<file path="config.mk">
export PLATFORM = sky130hd
export DESIGN_NAME = ipc_msg_unit
export DESIGN_NICKNAME = d
export VERILOG_FILES = /design/src/rtl/ipc_mu_pkg.sv /design/src/rtl/ipc_mu_mailbox.sv /design/src/rtl/ipc_mu_doorbell.sv /design/src/rtl/ipc_mu_side.sv /design/src/rtl/ipc_msg_unit.sv
export SDC_FILE = /design/constraint.sdc
export NUM_CORES = 1
export LEC_CHECK = 0
export BUFFER_PORTS_ARGS = -buffer_cell sky130_fd_sc_hd__buf_2
export CELL_PAD_IN_SITES_DETAIL_PLACEMENT = 1
export CELL_PAD_IN_SITES_GLOBAL_PLACEMENT = 2
export CORE_MARGIN = 2
export CORE_UTILIZATION = 46
export DETAILED_ROUTE_END_ITERATION = 8
export GPL_ROUTABILITY_DRIVEN = 0
export GPL_TIMING_DRIVEN = 1
export PLACE_DENSITY = 0.9
export SYNTH_ARGS = -nofsm -noshare
export SYNTH_HDL_FRONTEND = slang
export SYNTH_SLANG_ARGS = --single-unit
</file>
<file path="constraint.sdc">
create_clock -name clk -period 5 [get_ports clk]
set_clock_uncertainty 0.05 [all_clocks]
set_input_delay 0.5 -clock clk [delete_from_list [all_inputs] [get_ports clk]]
set_output_delay 0.5 -clock clk [all_outputs]
set_load 0.01 [all_outputs]
</file>
<file path="src/rtl/ipc_mu_pkg.sv">
package ipc_mu_pkg;
  localparam int ADDR_W = 12;

  localparam logic [ADDR_W-1:0] OFS_PARAM = 12'h004;
  localparam logic [ADDR_W-1:0] OFS_MCTRL = 12'h008;
  localparam logic [ADDR_W-1:0] OFS_MSTAT = 12'h00C;
  localparam logic [ADDR_W-1:0] OFS_GIER  = 12'h110;
  localparam logic [ADDR_W-1:0] OFS_GCR   = 12'h114;
  localparam logic [ADDR_W-1:0] OFS_GSR   = 12'h118;
  localparam logic [ADDR_W-1:0] OFS_TCR   = 12'h120;
  localparam logic [ADDR_W-1:0] OFS_TSR   = 12'h124;
  localparam logic [ADDR_W-1:0] OFS_RCR   = 12'h128;
  localparam logic [ADDR_W-1:0] OFS_RSR   = 12'h12C;
  localparam logic [ADDR_W-1:0] OFS_TX    = 12'h200;
  localparam logic [ADDR_W-1:0] OFS_RX    = 12'h280;

  typedef enum logic [3:0] {
    SEL_NONE, SEL_PARAM, SEL_MCTRL, SEL_MSTAT, SEL_GIER, SEL_GCR,
    SEL_GSR, SEL_TCR, SEL_TSR, SEL_RCR, SEL_RSR
  } reg_sel_e;

  function automatic reg_sel_e decode_reg(input logic [ADDR_W-1:0] a);
    case (a)
      OFS_PARAM: decode_reg = SEL_PARAM;
      OFS_MCTRL: decode_reg = SEL_MCTRL;
      OFS_MSTAT: decode_reg = SEL_MSTAT;
      OFS_GIER:  decode_reg = SEL_GIER;
      OFS_GCR:   decode_reg = SEL_GCR;
      OFS_GSR:   decode_reg = SEL_GSR;
      OFS_TCR:   decode_reg = SEL_TCR;
      OFS_TSR:   decode_reg = SEL_TSR;
      OFS_RCR:   decode_reg = SEL_RCR;
      OFS_RSR:   decode_reg = SEL_RSR;
      default:   decode_reg = SEL_NONE;
    endcase
  endfunction
endpackage

</file>
<file path="src/rtl/ipc_mu_mailbox.sv">
// One direction of data transfer: slot storage plus per-slot full flags.
module ipc_mu_mailbox #(
  parameter int CH = 4,
  parameter int DW = 32,
  localparam int IW = $clog2(CH)
) (
  input  logic          clk,
  input  logic          clr,
  input  logic          wr_en,
  input  logic [IW-1:0] wr_idx,
  input  logic [DW-1:0] wr_data,
  input  logic          rd_en,
  input  logic [IW-1:0] rd_idx,
  output logic [DW-1:0] rd_data,
  output logic [CH-1:0] full
);
  logic [DW-1:0] mem [CH];

  // Plain RAM: one write port, one registered read port, no reset.
  always_ff @(posedge clk) begin
    if (wr_en) mem[wr_idx] <= wr_data;
    if (rd_en) rd_data <= mem[rd_idx];
  end

  for (genvar n = 0; n < CH; n++) begin : g_flag
    always_ff @(posedge clk) begin
      if (clr)                                     full[n] <= 1'b0;
      else if (wr_en && wr_idx == IW'(n))          full[n] <= 1'b1;
      else if (rd_en && rd_idx == IW'(n))          full[n] <= 1'b0;
    end
  end
endmodule

</file>
<file path="src/rtl/ipc_mu_doorbell.sv">
// One direction of doorbells: request bits on the sender, pending bits on the receiver.
module ipc_mu_doorbell #(
  parameter int CH = 4
) (
  input  logic          clk,
  input  logic          clr,
  input  logic [CH-1:0] raise,
  input  logic [CH-1:0] ack,
  output logic [CH-1:0] req_q,
  output logic [CH-1:0] pend_q
);
  always_ff @(posedge clk) begin
    if (clr) begin
      req_q  <= '0;
      pend_q <= '0;
    end else begin
      // A raise in the same cycle as an ack wins on both sides.
      pend_q <= (pend_q & ~ack) | raise;
      req_q  <= (req_q & ~(ack & pend_q)) | raise;
    end
  end
endmodule

</file>
<file path="src/rtl/ipc_mu_side.sv">
// Register port of one side: decode, enable masks, read mux, interrupt.
module ipc_mu_side import ipc_mu_pkg::*; #(
  parameter int CH = 4,
  parameter int DW = 32,
  localparam int IW = $clog2(CH)
) (
  input  logic              clk,
  input  logic              rst,
  input  logic              clr,
  input  logic              busy,
  input  logic              req,
  input  logic              we,
  input  logic [ADDR_W-1:0] addr,
  input  logic [DW-1:0]     wdata,
  output logic [DW-1:0]     rdata,
  output logic              irq,
  input  logic [CH-1:0]     gcr_q,
  input  logic [CH-1:0]     gsr_q,
  input  logic [CH-1:0]     tsr,
  input  logic [CH-1:0]     rsr,
  input  logic [DW-1:0]     rx_data,
  output logic [CH-1:0]     gcr_set,
  output logic [CH-1:0]     gsr_w1c,
  output logic              tx_wr,
  output logic [IW-1:0]     tx_idx,
  output logic              rx_rd,
  output logic [IW-1:0]     rx_idx,
  output logic              rst_req
);
  localparam logic [ADDR_W-1:0] TX_END = OFS_TX + ADDR_W'(4 * CH);
  localparam logic [ADDR_W-1:0] RX_END = OFS_RX + ADDR_W'(4 * CH);

  logic          wr, rd, aligned, hit_tx, hit_rx;
  reg_sel_e      sel;
  logic [CH-1:0] gier, tcr, rcr;
  logic [DW-1:0] mux, reg_q;
  logic          rx_sel_q;

  always_comb begin
    wr      = req && we;
    rd      = req && !we;
    aligned = (addr[1:0] == 2'b00);
    hit_tx  = aligned && addr >= OFS_TX && addr < TX_END;
    hit_rx  = aligned && addr >= OFS_RX && addr < RX_END;
    sel     = decode_reg(addr);
    tx_idx  = IW'((addr - OFS_TX) >> 2);
    rx_idx  = IW'((addr - OFS_RX) >> 2);
    tx_wr   = wr && hit_tx;
    rx_rd   = rd && hit_rx;
    gcr_set = (wr && sel == SEL_GCR) ? wdata[CH-1:0] : '0;
    gsr_w1c = (wr && sel == SEL_GSR) ? wdata[CH-1:0] : '0;
    rst_req = wr && sel == SEL_MCTRL && wdata[0];
  end

  always_ff @(posedge clk) begin
    if (clr) begin
      gier <= '0;
      tcr  <= '0;
      rcr  <= '0;
    end else if (wr) begin
      case (sel)
        SEL_GIER: gier <= wdata[CH-1:0];
        SEL_TCR:  tcr  <= wdata[CH-1:0];
        SEL_RCR:  rcr  <= wdata[CH-1:0];
        default: ;
      endcase
    end
  end

  always_comb begin
    case (sel)
      SEL_PARAM: mux = DW'({8'(CH), 8'(CH)});
      SEL_MCTRL: mux = DW'(busy);
      SEL_MSTAT: mux = DW'(busy);
      SEL_GIER:  mux = DW'(gier);
      SEL_GCR:   mux = DW'(gcr_q);
      SEL_GSR:   mux = DW'(gsr_q);
      SEL_TCR:   mux = DW'(tcr);
      SEL_TSR:   mux = DW'(tsr);
      SEL_RCR:   mux = DW'(rcr);
      SEL_RSR:   mux = DW'(rsr);
      default:   mux = '0;
    endcase
  end

  // Read path is reset only by the pin so status stays readable during a unit reset.
  always_ff @(posedge clk) begin
    if (rst) begin
      reg_q    <= '0;
      rx_sel_q <= 1'b0;
    end else if (rd) begin
      reg_q    <= mux;
      rx_sel_q <= hit_rx;
    end
  end

  assign rdata = rx_sel_q ? rx_data : reg_q;

  always_ff @(posedge clk) begin
    if (clr) irq <= 1'b0;
    else     irq <= |(gsr_q & gier) | |(rsr & rcr) | |(tsr & tcr);
  end
endmodule

</file>
<file path="src/rtl/ipc_msg_unit.sv">
module ipc_msg_unit import ipc_mu_pkg::*; #(
  parameter int CH         = 4,
  parameter int DW         = 32,
  parameter int RST_CYCLES = 4,
  localparam int IW = $clog2(CH),
  localparam int CW = $clog2(RST_CYCLES + 1)
) (
  input  logic              clk,
  input  logic              rst,
  input  logic              a_req,
  input  logic              a_we,
  input  logic [ADDR_W-1:0] a_addr,
  input  logic [DW-1:0]     a_wdata,
  output logic [DW-1:0]     a_rdata,
  output logic              a_irq,
  input  logic              b_req,
  input  logic              b_we,
  input  logic [ADDR_W-1:0] b_addr,
  input  logic [DW-1:0]     b_wdata,
  output logic [DW-1:0]     b_rdata,
  output logic              b_irq
);
  logic          busy_q, clr;
  logic [CW-1:0] cnt_q;
  logic          a_rst_req, b_rst_req;

  logic [CH-1:0] ab_full, ba_full, ab_req, ab_pend, ba_req, ba_pend;
  logic [CH-1:0] a_gcr_set, a_gsr_w1c, b_gcr_set, b_gsr_w1c;
  logic          a_tx_wr, a_rx_rd, b_tx_wr, b_rx_rd;
  logic [IW-1:0] a_tx_idx, a_rx_idx, b_tx_idx, b_rx_idx;
  logic [DW-1:0] ab_rdata, ba_rdata;

  // Unit reset sequencer: holds all state cleared for RST_CYCLES cycles.
  always_ff @(posedge clk) begin
    if (rst) begin
      busy_q <= 1'b0;
      cnt_q  <= '0;
    end else if (busy_q) begin
      if (cnt_q == '0) busy_q <= 1'b0;
      else             cnt_q  <= cnt_q - 1'b1;
    end else if (a_rst_req || b_rst_req) begin
      busy_q <= 1'b1;
      cnt_q  <= CW'(RST_CYCLES - 1);
    end
  end

  assign clr = rst || busy_q;

  ipc_mu_mailbox #(.CH(CH), .DW(DW)) u_mb_ab (
    .clk(clk), .clr(clr),
    .wr_en(a_tx_wr), .wr_idx(a_tx_idx), .wr_data(a_wdata),
    .rd_en(b_rx_rd), .rd_idx(b_rx_idx), .rd_data(ab_rdata), .full(ab_full));

  ipc_mu_mailbox #(.CH(CH), .DW(DW)) u_mb_ba (
    .clk(clk), .clr(clr),
    .wr_en(b_tx_wr), .wr_idx(b_tx_idx), .wr_data(b_wdata),
    .rd_en(a_rx_rd), .rd_idx(a_rx_idx), .rd_data(ba_rdata), .full(ba_full));

  ipc_mu_doorbell #(.CH(CH)) u_db_ab (
    .clk(clk), .clr(clr), .raise(a_gcr_set), .ack(b_gsr_w1c),
    .req_q(ab_req), .pend_q(ab_pend));

  ipc_mu_doorbell #(.CH(CH)) u_db_ba (
    .clk(clk), .clr(clr), .raise(b_gcr_set), .ack(a_gsr_w1c),
    .req_q(ba_req), .pend_q(ba_pend));

  ipc_mu_side #(.CH(CH), .DW(DW)) u_side_a (
    .clk(clk), .rst(rst), .clr(clr), .busy(busy_q),
    .req(a_req), .we(a_we), .addr(a_addr), .wdata(a_wdata),
    .rdata(a_rdata), .irq(a_irq),
    .gcr_q(ab_req), .gsr_q(ba_pend), .tsr(~ab_full), .rsr(ba_full),
    .rx_data(ba_rdata), .gcr_set(a_gcr_set), .gsr_w1c(a_gsr_w1c),
    .tx_wr(a_tx_wr), .tx_idx(a_tx_idx), .rx_rd(a_rx_rd), .rx_idx(a_rx_idx),
    .rst_req(a_rst_req));

  ipc_mu_side #(.CH(CH), .DW(DW)) u_side_b (
    .clk(clk), .rst(rst), .clr(clr), .busy(busy_q),
    .req(b_req), .we(b_we), .addr(b_addr), .wdata(b_wdata),
    .rdata(b_rdata), .irq(b_irq),
    .gcr_q(ba_req), .gsr_q(ab_pend), .tsr(~ba_full), .rsr(ab_full),
    .rx_data(ab_rdata), .gcr_set(b_gcr_set), .gsr_w1c(b_gsr_w1c),
    .tx_wr(b_tx_wr), .tx_idx(b_tx_idx), .rx_rd(b_rx_rd), .rx_idx(b_rx_idx),
    .rst_req(b_rst_req));
endmodule

</file>
After elaboration in Yosys (flattened, before gate mapping):

Memory sizes are Yosys's and may differ from the RTL's. A register that Yosys moved wholly into a read port is not among the register bits.
Cells that the tools add are included.

* add/sub/neg operators: 5
* bitwise gates (word level): 26
* mux-type cells: 36
* reduce and logical (&&, ||, !) cells: 75
* equal/unequal tests: 53
* magnitude comparators: 8

Operator list (count)
* $pmux W11 S9: 2
* $eq A12 B9 Y1 const B: 14
* $pmux W4 S10: 2
* $mux W32: 2
* $and A4 B4 Y4: 12
* $eq A12 B4 Y1 const B: 4
* $ge A12 B10 Y1 const B: 4
* $lt A12 B10 Y1 const B: 4
* $logic_and A1 B1 Y1: 40
* $eq A4 B3 Y1 const B: 8
* $eq A12 B3 Y1 const B: 2
* $eq A4 B4 Y1 const B: 6
* $not A4 Y4: 6
* $reduce_or A4 Y1: 6
* $mux W1: 23
* $reduce_bool A2 Y1: 9
* $eq A2 B2 Y1 const B: 8
* $eq A4 B2 Y1 const B: 4
* $mux W4: 4
* $or A4 B4 Y4: 4
* $sub A4 B1 Y4 const B: 4
* $reduce_and A2 Y1: 7
* $logic_not A2 Y1: 6
* $mux W3: 3
* other kinds (9): 19

* output and inout bits: 66
* memory bits (writable): 256
* memories kept: 2
* flip-flop bits (word level): 120

Memory list
* u_mb_ab.mem: depth 4, bits a word 32, rd ports 1, clocked after Yosys merged registers in 1, write ports 1, RTL line ipc_mu_mailbox.sv:17 `logic [DW-1:0] mem [CH];`
* u_mb_ba.mem: depth 4, bits a word 32, rd ports 1, clocked after Yosys merged registers in 1, write ports 1, RTL line ipc_mu_mailbox.sv:17

Depth between registers and ports, before layout:

* depth after elaboration: 9
* depth in mapped cells: 8
* mapped depth without buffers: 7

By module:

From an unflattened synthesis, not the netlist that was laid out.

* cells, all modules: 982
* area total of the unflattened synthesis: 16109.2 µm²

Modules (own cells, without submodules)
* ipc_mu_mailbox: cells an instance 222, times used 2, seq. area each 4884.7 µm², area each 5825.6 µm²
* ipc_mu_side at u_side_b: cells an instance 231, times used 1, seq. area each 380.4 µm², area each 1799.2 µm²
* ipc_mu_side at u_side_a: cells an instance 216, times used 1, seq. area each 380.4 µm², area each 1786.7 µm²
* ipc_mu_doorbell: cells an instance 29, times used 2, seq. area each 160.2 µm², area each 306.5 µm²
* ipc_msg_unit: cells an instance 33, times used 1, seq. area each 80.1 µm², area each 259.0 µm²

Worst setup path after synthesis:

No wires, ideal clock.

* kind: input to register
* from: input b_addr[1]
* to: register u_mb_ab.rd_data[0] (read register of u_mb_ab.mem) (enable)
* arrival: 2221 ps
* slack: 2343 ps
* setup time: 387 ps
* buffers on the path: 0
* stages: 4
* cells stage by stage: nor4_2 nand3_1 or4_1 inv_1

* word-level cells in the longest chain between the ends: 4
* elaborated cells between the ends (all ways): 7
* those cells by class: 1 x add/sub; 2 x order compare; 4 x reduce/logical

RTL lines
* start, declared: RTL line ipc_msg_unit.sv:18 `input logic [ADDR_W-1:0] b_addr,`
* $ge A12 B10 Y1 / $logic_not A2 Y1 (equally long branches): RTL line ipc_mu_side.sv:44, ipc_mu_side.sv:42
* $logic_and A1 B1 Y1: RTL line ipc_mu_side.sv:44 `hit_rx = aligned && addr >= OFS_RX && addr < RX_END;`
* $logic_and A1 B1 Y1 (*): RTL line ipc_mu_side.sv:44
* $logic_and A1 B1 Y1 (*): RTL line ipc_mu_side.sv:49 `rx_rd = rd && hit_rx;`
* net b_rx_rd: RTL line ipc_msg_unit.sv:29 `logic a_tx_wr, a_rx_rd, b_tx_wr, b_rx_rd;`
* end, declared: RTL line ipc_mu_mailbox.sv:14 `output logic [DW-1:0] rd_data,`

The timed path passes the listed nets; every way through them passes the cells marked *.
A chain may end at the register's enable or synchronous reset.

Worst setup path after layout:

* from: input b_addr[1]
* to: memory u_mb_ba.mem[0][27] (enable)

* word-level cells in the longest chain between the ends: 6
* elaborated cells between the ends (all ways): 9
* those cells by class: 1 x add/sub; 2 x order compare; 2 x mux; 4 x reduce/logical

RTL lines
* $ge A12 B10 Y1 / $logic_not A2 Y1 (equally long branches): RTL line ipc_mu_side.sv:43, ipc_mu_side.sv:42
* $logic_and A1 B1 Y1 (2 in series): RTL line ipc_mu_side.sv:43 `hit_tx = aligned && addr >= OFS_TX && addr < TX_END;`
* $logic_and A1 B1 Y1: RTL line ipc_mu_side.sv:48 `tx_wr = wr && hit_tx;`
* $mux W1: RTL line ipc_mu_mailbox.sv:21 `if (wr_en) mem[wr_idx] <= wr_data;`
* $mux W1 (implied by the code): RTL line ipc_mu_mailbox.sv:21
* end, declared: RTL line ipc_mu_mailbox.sv:17

Several ways; a longest one is shown, not always the timed one.

==> results by group <==
Global route
  • Congestion Overflow GR: 0
  • Initial antenna violation count: 0
  • Gr usage total: 0.225
  • Largest net degree at the start of global routing: 51
  • First-pass GRT wire length: 59200 um
  • Vias in the first global route: 9573

Yosys
  • FFs w/ async S/R, synth: 0
  • Synth Warn #: 0
  • Synthesized instance count: 927
  • Synth Area in Adders: 0.00163
  • Post-synthesis mux area share: 0.124
  • #FFs+latches synth: 386
  • Sequential area share after synthesis: 0.713
  • Post-synthesis simple-gate area fraction: 0.0917
  • Top_reg_cell synth: edfxtp_1
  • Xor/xnor share of the synthesized area: 0
  • Mapped cell area: 15300 sq um
  • Largest family of logic cells by synthesized area: multiplexers
  • Synthesized Nets: 1023
  • Synth cell types: 68
  • EDFF count, synth: 320
  • Syn Area/Cell: 16.5 sq um
  • Synth Area in Compound Gates: 0.0509

Clock network
  • Skew-Pair Late Insertion Delay: 530 ps
  • H-tree depth: 2
  • CTS sink cnt: 386
  • CTS clock-pin slew for the worst setup and hold paths: 60 ps
  • CTS buffer count: 41
  • Root buffer selected by CTS: clkbuf_16
  • Clock buffer depth: 3
  • Setup bufs post-CTS: 0
  • Clock tree from TritonCTS: done
  • Post-CTS Resized: 0
  • CTS Hold Buffers Added: 0

Worst hold path
  • Hold Crit Class: input port to flop
  • Worst Hold Launch: b_wdata[16]
  • Hold path depth: 1

Timing
  • Final period utilization: 0.580
  • Worst-margin pin slew: 1160 ps
  • Hold Fails Final Rpt: 0
  • RSZ-0062 raised after global routing: false
  • Setup TNS: 0 ps
  • Final setup vio count: 0
  • Worst slew margin: 0.223
  • Fmax: 345 MHz
  • Pins Over Slew Limit: 0
  • Min Tclk post-route: 2900 ps

Routing
  • Drt first pass iters: 5
  • Routed vias: 8968
  • Final wirelength: 38900 um
  • Vias per inst: 5.69
  • Post-DRT Antenna Nets: 0
  • Iteration-0 DRC Markers: 631
  • DR WL/cell: 24.7 um
  • DRC: 0

Worst setup path
  • Critical path capture point type: flop
  • CP Class: input port to flop
  • Crit path DAT: 3070 ps
  • Max FO, Critical Path: 17
  • Worst Setup SP: b_addr[1]
  • CP max-delay cell: nor4_1
  • Worst r2r src: busy_q
  • Startpoint type of the worst setup path: input port
  • Slowest stage delay, CP: 690 ps
  • Largest delay contributor family on the critical path: simple AND/OR/NAND/NOR gates
  • Worst-case reg-to-reg path depth: 2
  • CP Depth: 7
  • Cell Chain, Critical Path: buf_2 > nor4_2 > nand3_1 > nor4_1 > nand2_1 > clkinv_1 > buf_4
  • Critical path buffers and inverters: 3
  • CP required: 5170 ps

Finish
  • Finished Cell Area: 17900 sq um
  • Core Util, Final: 0.547
  • Fill cells: 3141
  • Antenna fix cells: 0
  • Area grow syn2layout: 16.8%
  • Area occupied by multi-input gates: 4120 sq um
  • Most frequent cells in the layout: edfxtp_1 (320), buf_2 (159), dfxtp_1 (66)
  • Commonest non-fill, non-tap cell in the layout: edfxtp_1
  • Share of post-route cells with drive strength above 1: 0.287
  • Sequential Area: 10900 sq um
  • Nets: 1199

Power
  • Leakage power: 6.28 nW
  • Total Power: 6.66 mW
  • Power density cells: 372 nW/um^2
  • Worst vdd ir: 275 uV

Die
  • Core area: 32700 sq um
  • Die footprint: 34800 sq um
  • Die H: 187 um
  • Die width: 187 um
  • Cell Rows: 66
  • I/O Pins: 160
  • Starting density of the core: 0.469

Place
  • Post-placement cell area: 16600 sq um
  • Post-DP HPWL: 26300 um
  • PortBufs: 159

Run status
  • Status: finished clean

Flow run
  • Max Cap Violations: 0
[flip-flops by register name, summed over array words and instances (netlist names), 3 cells and up]
signal	cells
u_side_a.reg_q	5
u_mb_ba.full	4
u_mb_ba.rd_data	32
u_mb_ab.full	4
u_mb_ab.mem	128
u_side_a.gier	4
u_side_a.rcr	4
u_db_ba.pend_q	4
u_side_b.gier	4
u_mb_ab.rd_data	32
cnt_q	3
u_db_ab.pend_q	4
u_db_ba.req_q	4
u_mb_ba.mem	128
u_side_b.rcr	4
u_db_ab.req_q	4
u_side_b.tcr	4
u_side_a.tcr	4
u_side_b.reg_q	5
[cells by family (layout without fill, tap and decap cells)]
| family | count (synthesis) | count (layout) |
|---|---|---|
| AOI/OAI and AO/OA | 115 | 115 |
| adders and majority gates | 2 | 2 |
| buffers and inverters | 66 | 272 |
| DFF | 386 | 386 |
| muxes | 109 | 109 |
| and+or+nand+nor | 249 | 249 |
[power by group]
part | switching [mW] | leakage, nW | internal [mW]
combinational | 0.152 | 2.24 | 0.0924
sequential | 0.00123 | 3.41 | 3.48
clock | 1.21 | 0.640 | 1.72
total | 1.37 | 6.28 | 5.29
[per-layer routing]
metal  global-route usage  vias up  routed length [um]
met5                    0        -                   0
met4               0.0775        0                1260
met3               0.0348       85                1990
met2                0.394      295               20200
met1                0.286     4617               15500
li1                     -     3971                   -
[synthesized netlist by cell type (3+ instances only)]
| library cell | n | area share |
|---|---|---|
| nand3_1 | 19 | 0.0062 |
| edfxtp_1 | 320 | 0.63 |
| a211oi_1 | 4 | 0.0020 |
| and3_1 | 3 | 0.0012 |
| and4_1 | 3 | 0.0017 |
| a21oi_1 | 38 | 0.012 |
| nand2b_1 | 10 | 0.0041 |
| inv_1 | 26 | 0.0064 |
| mux2_2 | 11 | 0.0081 |
| nor4_2 | 3 | 0.0024 |
| nor3_1 | 12 | 0.0039 |
| o221ai_1 | 4 | 0.0023 |
| and2_1 | 57 | 0.023 |
| mux4_2 | 64 | 0.094 |
| a31oi_1 | 6 | 0.0024 |
| buf_1 | 3 | 0.00073 |
| mux2i_1 | 34 | 0.022 |
| a221oi_1 | 6 | 0.0034 |
| dfxtp_1 | 66 | 0.086 |
| o31ai_1 | 3 | 0.0015 |
| buf_2 | 13 | 0.0042 |
| nor3b_1 | 3 | 0.0015 |
| clkbuf_1 | 21 | 0.0051 |
| a22o_1 | 5 | 0.0029 |
| nor2b_1 | 11 | 0.0045 |
| o21ai_0 | 19 | 0.0062 |
| nand4_1 | 9 | 0.0037 |
| nand3b_1 | 3 | 0.0015 |
| nor2_1 | 40 | 0.0098 |
| or3_1 | 3 | 0.0012 |
| o221a_1 | 4 | 0.0029 |
| a22oi_1 | 5 | 0.0024 |
| nand2_1 | 52 | 0.013 |
[per-stage QoR]
| stage | worst slack (ps) | hold slack (ps) | cells |
|---|---|---|---|
| 2_1_floorplan | 2340 | 379 | 927 |
| 3_3_place_gp | 1650 | 398 | 1502 |
| 3_5_place_dp | 1540 | 405 | 1502 |
| 4_1_cts | 2100 | 115 | 1575 |
| 5_1_grt | 1930 | 132 | 1575 |
| 6_report | 2100 | 137 | 1575 |
[path summary, 6_finish.rpt]
| check | endpoint | slack [ps] |
|---|---|---|
| worst max register to register | u_side_b.irq | 3250 |
| worst max-delay path | u_mb_ba.mem[0][27] | 2100 |
| worst min register to register | u_side_a.reg_q[10] | 410 |
| worst min-delay path | u_mb_ba.mem[1][16] | 140 |
[final cells by class]
class                           instances  share of cell area
Sequential cell                       386               0.611
Multi-Input combinational cell        475               0.230
Clock buffer                           46              0.0589
Timing Repair Buffer                  173              0.0503
Tap cell                              442              0.0309
Clock inverter                         27              0.0135
Inverter                               26             0.00545
No activity file was read; power rests on OpenSTA's default activity.
